[src/rtl/ldst_lane_pkg.sv]
package ldst_lane_pkg;

    localparam int LANE_W     = 8;
    localparam int LANES      = 4;
    localparam int DATA_W     = LANE_W * LANES;
    localparam int HALF_W     = 2 * LANE_W;
    localparam int HALVES     = LANES / 2;
    localparam int LANE_IDX_W = $clog2(LANES);
    localparam int OP_W       = 3;

    typedef enum logic [1:0] {
        SZ_BYTE = 2'b00,
        SZ_HALF = 2'b01,
        SZ_WORD = 2'b10,
        SZ_RSVD = 2'b11
    } size_e;

    typedef struct packed {
        size_e                  size;
        logic                   zext;
        logic [LANE_IDX_W-1:0]  lane;
        logic                   misalign;
    } access_t;

    typedef struct packed {
        logic [LANES-1:0]  be;
        logic [DATA_W-1:0] data;
    } wr_beat_t;

    // Reserved size code behaves as a full word.
    function automatic size_e norm_size(input logic [1:0] raw);
        size_e s;
        case (raw)
            2'b00:   s = SZ_BYTE;
            2'b01:   s = SZ_HALF;
            default: s = SZ_WORD;
        endcase
        return s;
    endfunction

    // Widen the low 'width' bits of v, filling with zero or the top bit.
    function automatic logic [DATA_W-1:0] extend_low(
        input logic [DATA_W-1:0] v,
        input int unsigned       width,
        input logic              zext
    );
        logic [DATA_W-1:0] r;
        logic              fill;
        fill = zext ? 1'b0 : v[width-1];
        for (int i = 0; i < DATA_W; i++) begin
            r[i] = (i < int'(width)) ? v[i] : fill;
        end
        return r;
    endfunction

    function automatic logic [LANES-1:0] lane_mask(
        input size_e                 sz,
        input logic [LANE_IDX_W-1:0] lane
    );
        logic [LANES-1:0] m;
        case (sz)
            SZ_BYTE: m = LANES'(1) << lane;
            SZ_HALF: m = LANES'(3) << (lane & ~LANE_IDX_W'(1));
            default: m = '1;
        endcase
        return m;
    endfunction

    function automatic logic [DATA_W-1:0] replicate_low(
        input size_e             sz,
        input logic [DATA_W-1:0] d
    );
        logic [DATA_W-1:0] r;
        r = d;
        case (sz)
            SZ_BYTE: for (int i = 0; i < LANES; i++) r[i*LANE_W +: LANE_W] = d[LANE_W-1:0];
            SZ_HALF: for (int i = 0; i < HALVES; i++) r[i*HALF_W +: HALF_W] = d[HALF_W-1:0];
            default: r = d;
        endcase
        return r;
    endfunction

endpackage

[src/rtl/ldst_access_decode.sv]
module ldst_access_decode
    import ldst_lane_pkg::*;
(
    input  logic [OP_W-1:0]       op_i,
    input  logic [LANE_IDX_W-1:0] addr_lo_i,
    output access_t               acc_o
);

    size_e sz;

    always_comb begin
        sz            = norm_size(op_i[1:0]);
        acc_o.size    = sz;
        acc_o.zext    = op_i[2];
        acc_o.lane    = addr_lo_i;
        case (sz)
            SZ_HALF: acc_o.misalign = addr_lo_i[0];
            SZ_BYTE: acc_o.misalign = 1'b0;
            default: acc_o.misalign = (addr_lo_i != '0);
        endcase
    end

endmodule

[src/rtl/ldst_load_extract.sv]
module ldst_load_extract
    import ldst_lane_pkg::*;
(
    input  access_t           acc_i,
    input  logic [DATA_W-1:0] rdata_i,
    output logic [DATA_W-1:0] data_o
);

    logic [LANE_W-1:0] byte_lane [LANES];
    logic [HALF_W-1:0] half_lane [HALVES];

    for (genvar g = 0; g < LANES; g++) begin : g_byte
        assign byte_lane[g] = rdata_i[g*LANE_W +: LANE_W];
    end

    for (genvar h = 0; h < HALVES; h++) begin : g_half
        assign half_lane[h] = rdata_i[h*HALF_W +: HALF_W];
    end

    logic [DATA_W-1:0] picked;

    always_comb begin
        case (acc_i.size)
            SZ_BYTE: picked = extend_low(DATA_W'(byte_lane[acc_i.lane]), LANE_W, acc_i.zext);
            SZ_HALF: picked = extend_low(DATA_W'(half_lane[acc_i.lane[LANE_IDX_W-1:1]]),
                                         HALF_W, acc_i.zext);
            default: picked = rdata_i;
        endcase
        data_o = acc_i.misalign ? '0 : picked;
    end

endmodule

[src/rtl/ldst_store_format.sv]
module ldst_store_format
    import ldst_lane_pkg::*;
#(
    parameter int WADDR_W = 30
) (
    input  logic                  clk,
    input  logic                  rst,
    input  logic                  req_i,
    input  size_e                 size_i,
    input  logic [LANE_IDX_W-1:0] lane_i,
    input  logic                  misalign_i,
    input  logic [DATA_W-1:0]     src_i,
    input  logic [WADDR_W-1:0]    waddr_i,
    output logic [WADDR_W-1:0]    waddr_o,
    output logic [LANES-1:0]      be_o,
    output logic                  we_o,
    output logic [DATA_W-1:0]     wdata_o
);

    wr_beat_t nxt;

    always_comb begin
        nxt.be   = (req_i && !misalign_i) ? lane_mask(size_i, lane_i) : '0;
        nxt.data = replicate_low(size_i, src_i);
    end

    always_ff @(posedge clk) begin
        if (rst) begin
            be_o    <= '0;
            we_o    <= 1'b0;
            wdata_o <= '0;
            waddr_o <= '0;
        end else begin
            be_o    <= nxt.be;
            we_o    <= |nxt.be;
            wdata_o <= nxt.data;
            waddr_o <= waddr_i;
        end
    end

endmodule

[src/rtl/ldst_lane_aligner.sv]
module ldst_lane_aligner
    import ldst_lane_pkg::*;
#(
    parameter int ADDR_W = 32
) (
    input  logic                         clk,
    input  logic                         rst,
    input  logic [OP_W-1:0]              op_i,
    input  logic [ADDR_W-1:0]            addr_i,
    input  logic [DATA_W-1:0]            ld_rdata_i,
    output logic [DATA_W-1:0]            ld_data_o,
    output logic                         misalign_o,
    input  logic                         st_req_i,
    input  logic [DATA_W-1:0]            st_src_i,
    output logic [ADDR_W-LANE_IDX_W-1:0] mem_waddr_o,
    output logic [LANES-1:0]             mem_be_o,
    output logic                         mem_we_o,
    output logic [DATA_W-1:0]            mem_wdata_o
);

    localparam int WADDR_W = ADDR_W - LANE_IDX_W;

    access_t acc;

    ldst_access_decode u_dec (
        .op_i      (op_i),
        .addr_lo_i (addr_i[LANE_IDX_W-1:0]),
        .acc_o     (acc)
    );

    ldst_load_extract u_ld (
        .acc_i   (acc),
        .rdata_i (ld_rdata_i),
        .data_o  (ld_data_o)
    );

    ldst_store_format #(.WADDR_W(WADDR_W)) u_st (
        .clk        (clk),
        .rst        (rst),
        .req_i      (st_req_i),
        .size_i     (acc.size),
        .lane_i     (acc.lane),
        .misalign_i (acc.misalign),
        .src_i      (st_src_i),
        .waddr_i    (addr_i[ADDR_W-1:LANE_IDX_W]),
        .waddr_o    (mem_waddr_o),
        .be_o       (mem_be_o),
        .we_o       (mem_we_o),
        .wdata_o    (mem_wdata_o)
    );

    assign misalign_o = acc.misalign;

endmodule

[config.mk]
export PLATFORM = sky130hd
export DESIGN_NAME = ldst_lane_aligner
export DESIGN_NICKNAME = d
export VERILOG_FILES = /design/src/rtl/ldst_lane_pkg.sv /design/src/rtl/ldst_access_decode.sv /design/src/rtl/ldst_load_extract.sv /design/src/rtl/ldst_store_format.sv /design/src/rtl/ldst_lane_aligner.sv
export SDC_FILE = /design/constraint.sdc
export NUM_CORES = 1
export LEC_CHECK = 0
export BUFFER_PORTS_ARGS = -buffer_cell sky130_fd_sc_hd__buf_2
export CORE_ASPECT_RATIO = 2
export CORE_MARGIN = 2
export CORE_UTILIZATION = 45
export CTS_CLUSTER_DIAMETER = 30
export CTS_CLUSTER_SIZE = 24
export DETAILED_ROUTE_END_ITERATION = 12
export PLACE_DENSITY_LB_ADDON = 0.05
export RECOVER_POWER = 50
export REMOVE_ABC_BUFFERS = 1
export SYNTH_ARGS = -nofsm -noshare
export SYNTH_HDL_FRONTEND = slang
export SYNTH_SLANG_ARGS = --single-unit
[constraint.sdc]
create_clock -name clk -period 5.07 [get_ports clk]
set_input_delay 1.2675 -clock clk [delete_from_list [all_inputs] [get_ports clk]]
set_output_delay 1.2675 -clock clk [all_outputs]
set_load 0.03 [all_outputs]
==> results of run 1 <==
critical path, cell delays in order:
cell and delay (ns):
buf_2 0.19, nor2_1 0.53, nand3_1 0.45, a31oi_1 0.28, buf_2 0.23
layout make-up:
type | count | area, um2 | share of cell area
tap | 86 | 108 | 0.0257
inverter | 17 | 63.8 | 0.0152
clock buffer | 12 | 256 | 0.0612
timing repair buffer | 209 | 1000 | 0.239
sequential | 67 | 1340 | 0.320
multi-input combinational | 206 | 1420 | 0.339
synthesized netlist by cell type, drive strengths merged:
cell	count	area [um2]
mux4	1	22.5
or2	1	6.26
nand3b	1	7.51
mux2i	16	160
o21ai	8	40.0
nor2b	42	263
nand2	32	120
a221oi	16	203
mux2	16	180
nand2b	2	12.5
nand3	1	5.00
a31oi	14	87.6
clkbuf	15	56.3
a22oi	8	60.1
a21o	1	7.51
nor2	21	78.8
and3b	7	61.3
buf	13	72.6
a21oi	14	73.8
nor3	3	15.0
xnor2	2	17.5
dfxtp	67	1340
inv	17	63.8
kinds of logic after synthesis:
logic type / share of synthesized area
buf+inv: 0.0652
simple gates: 0.193
mux: 0.123
xor+xnor: 0.00593
compound gates: 0.160
flops: 0.454
power by group through the flow:
stage               clock network, mW  registers (mW)  logic [mW]
global placement                    0           0.574       0.326
finish                          0.529           0.566       0.325
global route                    0.565           0.568       0.347
floorplan                           0           0.639       0.129
detailed placement                  0           0.575       0.330
CTS                             0.541           0.565       0.332
final timing paths:
kind / to / slack, ns / depth (start not counted)
worst min-delay path: u_st.waddr_o[23] / 1.16 / 2
worst max-delay path: ld_data_o[11] / 0.85 / 5
routing by layer:
metal,up-vias,track usage,routed length (um)
met2,153,0.450,5010
met4,0,0.109,191
met3,15,0.0525,711
li1,1459,-,-
met1,1360,0.234,3100
met5,-,0,0
through the flow:
stage	util	power [mW]	area, um2	cells
3_3_place_gp	0.634	0.900	4000	585
6_report	0.664	1.42	4190	597
5_1_grt	0.664	1.48	4190	597
2_1_floorplan	-	0.767	2830	290
3_5_place_dp	0.634	0.905	4000	585
4_1_cts	0.675	1.44	4260	597
flip-flops by register name, summed over array words and instances (netlist names):
| name | flops |
|---|---|
| u_st.wdata_o | 32 |
| u_st.waddr_o | 30 |
| u_st.be_o | 4 |
| u_st.we_o | 1 |
==> flow_metrics.py, run 1 <==
metrics = {
    "run_status": {
        "status": "finished with violations",
        "violations": "max-capacitance violations, max-slew violations",
    },
    "pwr": {
        "p_sw_frac": 0.287,
        "p_int_mw": 1.01,
        "p_leak_nw": 2.04,
        "p_clk_frac": 0.373,
        "p_sw_mw": 0.407,
        "combPwrFrac": 0.229,
        "ir_worst_vdd_uv": 188,
        "seqPwrFrac": 0.399,
        "power_density_mw_per_mm2": 339,
    },
    "drt": {
        "drcViolationCount": 0,
        "ant_nets": 0,
        "postRouteWirelength_mm": 9.02,
        "wl_per_cell_um": 15.1,
        "first_pass_iters": 4,
        "vias": 2987,
        "viasPerCell": 5.00,
        "dr.first_iter.drc_count": 121,
    },
    "clock_tree": {
        "cts_buffer_depth": 2,
        "cts.clk_slew.worst_paths_ns": 0.05,
        "cts_sinks": 67,
        "htree_levels": 3,
        "cts_tree": "done",
        "cts-resized-gates": 0,
        "clockRootBuffer": "clkbuf_16",
        "post_cts_buffers": 0,
        "holdBufCountCts": 0,
        "cts_made_buffers": 9,
    },
    "timing": {
        "hold_viol": 0,
        "fmax_ghz": 0.237,
        "report.final.slew_viol_count": 64,
        "layout_setup_ws_ns": 0.854,
        "rsz0062_at_grt": "false",
        "finalWorstPathRequiredPeriod_ns": 4.22,
        "worst_pin_slew_ns": 2.55,
        "max-slew-margin-rel": -0.700,
        "tns_ns": 0,
        "finalCritPeriodShare": 0.832,
        "setup_viol": 0,
        "holdWs_ns": 1.16,
    },
    "cells_and_area": {
        "final_cell_mix": "148 x buf_2, 67 x dfxtp_1, 54 x clkbuf_1",
        "syn2layout_area_growth_pct": 41.8,
        "drive_gt1_frac": 0.384,
        "finalNetCount": 612,
        "antenna_cells": 0,
        "fillCellCount": 595,
        "final_common_cell": "buf_2",
    },
    "placement": {
        "dp_hpwl_mm": 6.70,
        "gp_congestion": 0.786,
        "pre_cts_ws_ns": 0.877,
        "portBuffers": 201,
    },
    "worst_setup_path": {
        "crit_type": "in -> out",
        "cp.required_ns": 3.80,
        "worstSetupEndpointType": "primary output",
        "path_max_fanout": 13,
        "worstSetupStartpointType": "primary input",
        "cp.arrival_ns": 2.95,
        "timing.critical_path.from": "op_i[0]",
    },
    "synth": {
        "yosysWarnings": 0,
        "synth.distinct_cells": 28,
        "postSynthAreaPerCell_um2": 9.29,
        "yosysSeqAreaShare": 0.454,
        "ys_ff_latch": 67,
        "synthCells": 318,
        "netlist_area_mm2": 0.00296,
    },
    "global_route": {
        "antenna_found_initial": 0,
        "grt_pass1_vias": 2812,
        "grt-ovfl-total": 0,
        "grt_max_degree": 64,
        "grt_pass1_wl_mm": 13.3,
        "grt_usage": 0.242,
    },
    "floorplanning": {
        "core_mm2": 0.00631,
        "dieHeight_um": 119,
        "rows": 41,
        "io_pins": 202,
        "die-area_mm2": 0.00727,
        "die_w_um": 61.3,
        "initial_core_util": 0.468,
    },
    "job": {
        "maxCapViolations": 1,
    },
    "worst_hold_path": {
        "hold_class": "in -> reg",
        "min-delay-start": "addr_i[25]",
    },
}
Note: power is estimated with default switching activity, not from simulation.
==> inputs of run 2 (changes only) <==
--- a/config.mk
+++ b/config.mk
@@ -8,7 +8,7 @@
 export BUFFER_PORTS_ARGS = -buffer_cell sky130_fd_sc_hd__buf_2
 export CORE_ASPECT_RATIO = 2
 export CORE_MARGIN = 2
-export CORE_UTILIZATION = 45
+export CORE_UTILIZATION = 37
 export CTS_CLUSTER_DIAMETER = 30
 export CTS_CLUSTER_SIZE = 24
 export DETAILED_ROUTE_END_ITERATION = 12
==> constraint.sdc (replaced) <==
create_clock -name clk -period 3.79 [get_ports clk]
set_input_delay 0.9475 -clock clk [delete_from_list [all_inputs] [get_ports clk]]
set_output_delay 0.9475 -clock clk [all_outputs]
set_load 0.03 [all_outputs]
==> flow_metrics.py, run 2 (synthesis gave the netlist of run 1 again) <==
metrics = {
    "run_status": {
        "status": "finished clean",
    },
    "pwr": {
        "p_leak_nw": 2.20,
        "combPwrFrac": 0.208,
        "seqPwrFrac": 0.359,
        "p_sw_mw": 0.589,
        "p_sw_frac": 0.281,
        "p_int_mw": 1.51,
        "ir_worst_vdd_uv": 331,
        "power_density_mw_per_mm2": 483,
        "p_clk_frac": 0.432,
    },
    "cells_and_area": {
        "top_register": "u_st.wdata_o",
        "final_common_cell": "buf_2",
        "drive_gt1_frac": 0.447,
        "fillCellCount": 815,
        "largest_reg_flops": 32,
        "largest_registers": "u_st.wdata_o: 32 flops, u_st.waddr_o: 30 flops, u_st.be_o: 4 flops",
        "finalNetCount": 616,
        "instances_no_fill": 615,
        "antenna_cells": 0,
        "final_cell_mix": "177 x buf_2, 67 x dfxtp_1, 42 x nor2b_1",
        "seq_area_mm2": 0.00134,
        "multiInputGateArea_mm2": 0.00142,
        "final_cell_area_mm2": 0.00434,
        "syn2layout_area_growth_pct": 47.0,
    },
    "drt": {
        "postRouteWirelength_mm": 8.76,
        "viasPerCell": 4.72,
        "first_pass_iters": 4,
        "dr.first_iter.drc_count": 153,
        "wl_per_cell_um": 14.2,
        "ant_nets": 0,
        "vias": 2904,
        "drcViolationCount": 0,
    },
    "worst_setup_path": {
        "cp.arrival_ns": 2.47,
        "crit_type": "in -> out",
        "path_max_fanout": 16,
        "worstSetupEndpointType": "primary output",
        "timing.critical_path.from": "addr_i[1]",
        "worstSetupStartpointType": "primary input",
        "cp.required_ns": 2.84,
    },
    "timing": {
        "holdWs_ns": 0.828,
        "finalCritPeriodShare": 0.901,
        "hold_viol": 0,
        "worst_pin_slew_ns": 1.18,
        "fmax_ghz": 0.293,
        "tns_ns": 0,
        "max-slew-margin-rel": 0.210,
        "setup_viol": 0,
        "finalWorstPathRequiredPeriod_ns": 3.41,
        "report.final.slew_viol_count": 0,
        "rsz0062_at_grt": "false",
        "layout_setup_ws_ns": 0.376,
    },
    "global_route": {
        "grt-ovfl-total": 0,
        "grt_pass1_vias": 2676,
        "antenna_found_initial": 0,
        "grt_pass1_wl_mm": 13.2,
        "grt_usage": 0.197,
        "grt_max_degree": 29,
    },
    "clock_tree": {
        "htree_levels": 3,
        "post_cts_buffers": 0,
        "cts_made_buffers": 9,
        "clockRootBuffer": "clkbuf_16",
        "cts_buffer_depth": 2,
        "cts-resized-gates": 0,
        "cts_tree": "done",
        "holdBufCountCts": 0,
        "cts_sinks": 67,
        "cts.clk_slew.worst_paths_ns": 0.05,
    },
    "placement": {
        "placedCellCount": 599,
        "dp_hpwl_mm": 6.55,
        "post_dp_cell_area_mm2": 0.00404,
        "pre_cts_ws_ns": 0.370,
        "portBuffers": 201,
        "gp_congestion": 0.850,
    },
    "floorplanning": {
        "die-area_mm2": 0.00876,
        "initial_core_util": 0.378,
        "rows": 46,
        "io_pins": 202,
        "die_w_um": 67.2,
        "core_mm2": 0.00783,
        "dieHeight_um": 130,
    },
    "job": {
        "maxCapViolations": 0,
    },
    "worst_hold_path": {
        "hold_class": "in -> reg",
        "min-delay-start": "addr_i[24]",
    },
}
[run 2: power by group through the flow]
stage	clock network, mW	logic, mW	registers [mW]
detailed placement	0	0.444	0.769
finish	0.908	0.437	0.754
global placement	0	0.442	0.768
floorplan	0	0.172	0.855
global route	0.963	0.472	0.759
CTS	0.931	0.445	0.754
[run 2: per-layer routing]
layer	up-vias	GRT usage	routed length (um)
met2	128	0.304	4220
met1	1293	0.251	3640
li1	1479	-	-
met3	4	0.0736	813
met5	-	0	0
met4	0	0.0708	76
[run 2: layout make-up]
type / count / area share
multi-input combinational: 206 / 0.327
sequential: 67 / 0.309
timing repair buffer: 213 / 0.244
clock buffer: 11 / 0.0582
tap: 96 / 0.0277
clock inverter: 5 / 0.0196
inverter: 17 / 0.0147
[run 2: path summary, 6_finish.rpt]
check,slack [ns],to,depth (start not counted)
worst min-delay path,0.83,u_st.waddr_o[22],2
worst max-delay path,0.38,ld_data_o[31],6
[run 2: per-stage QoR]
step	power [mW]	util
floorplan	1.03	-
global placement	1.21	0.516
detailed placement	1.21	0.516
CTS	2.13	0.560
global route	2.19	0.555
finish	2.10	0.555
[run 2: worst max-delay path, cell delays in order]
cell and delay, ns:
buf_2 0.26, mux4_2 0.57, nand2b_1 0.09, buf_4 0.26
a221oi_1 0.12, buf_2 0.20
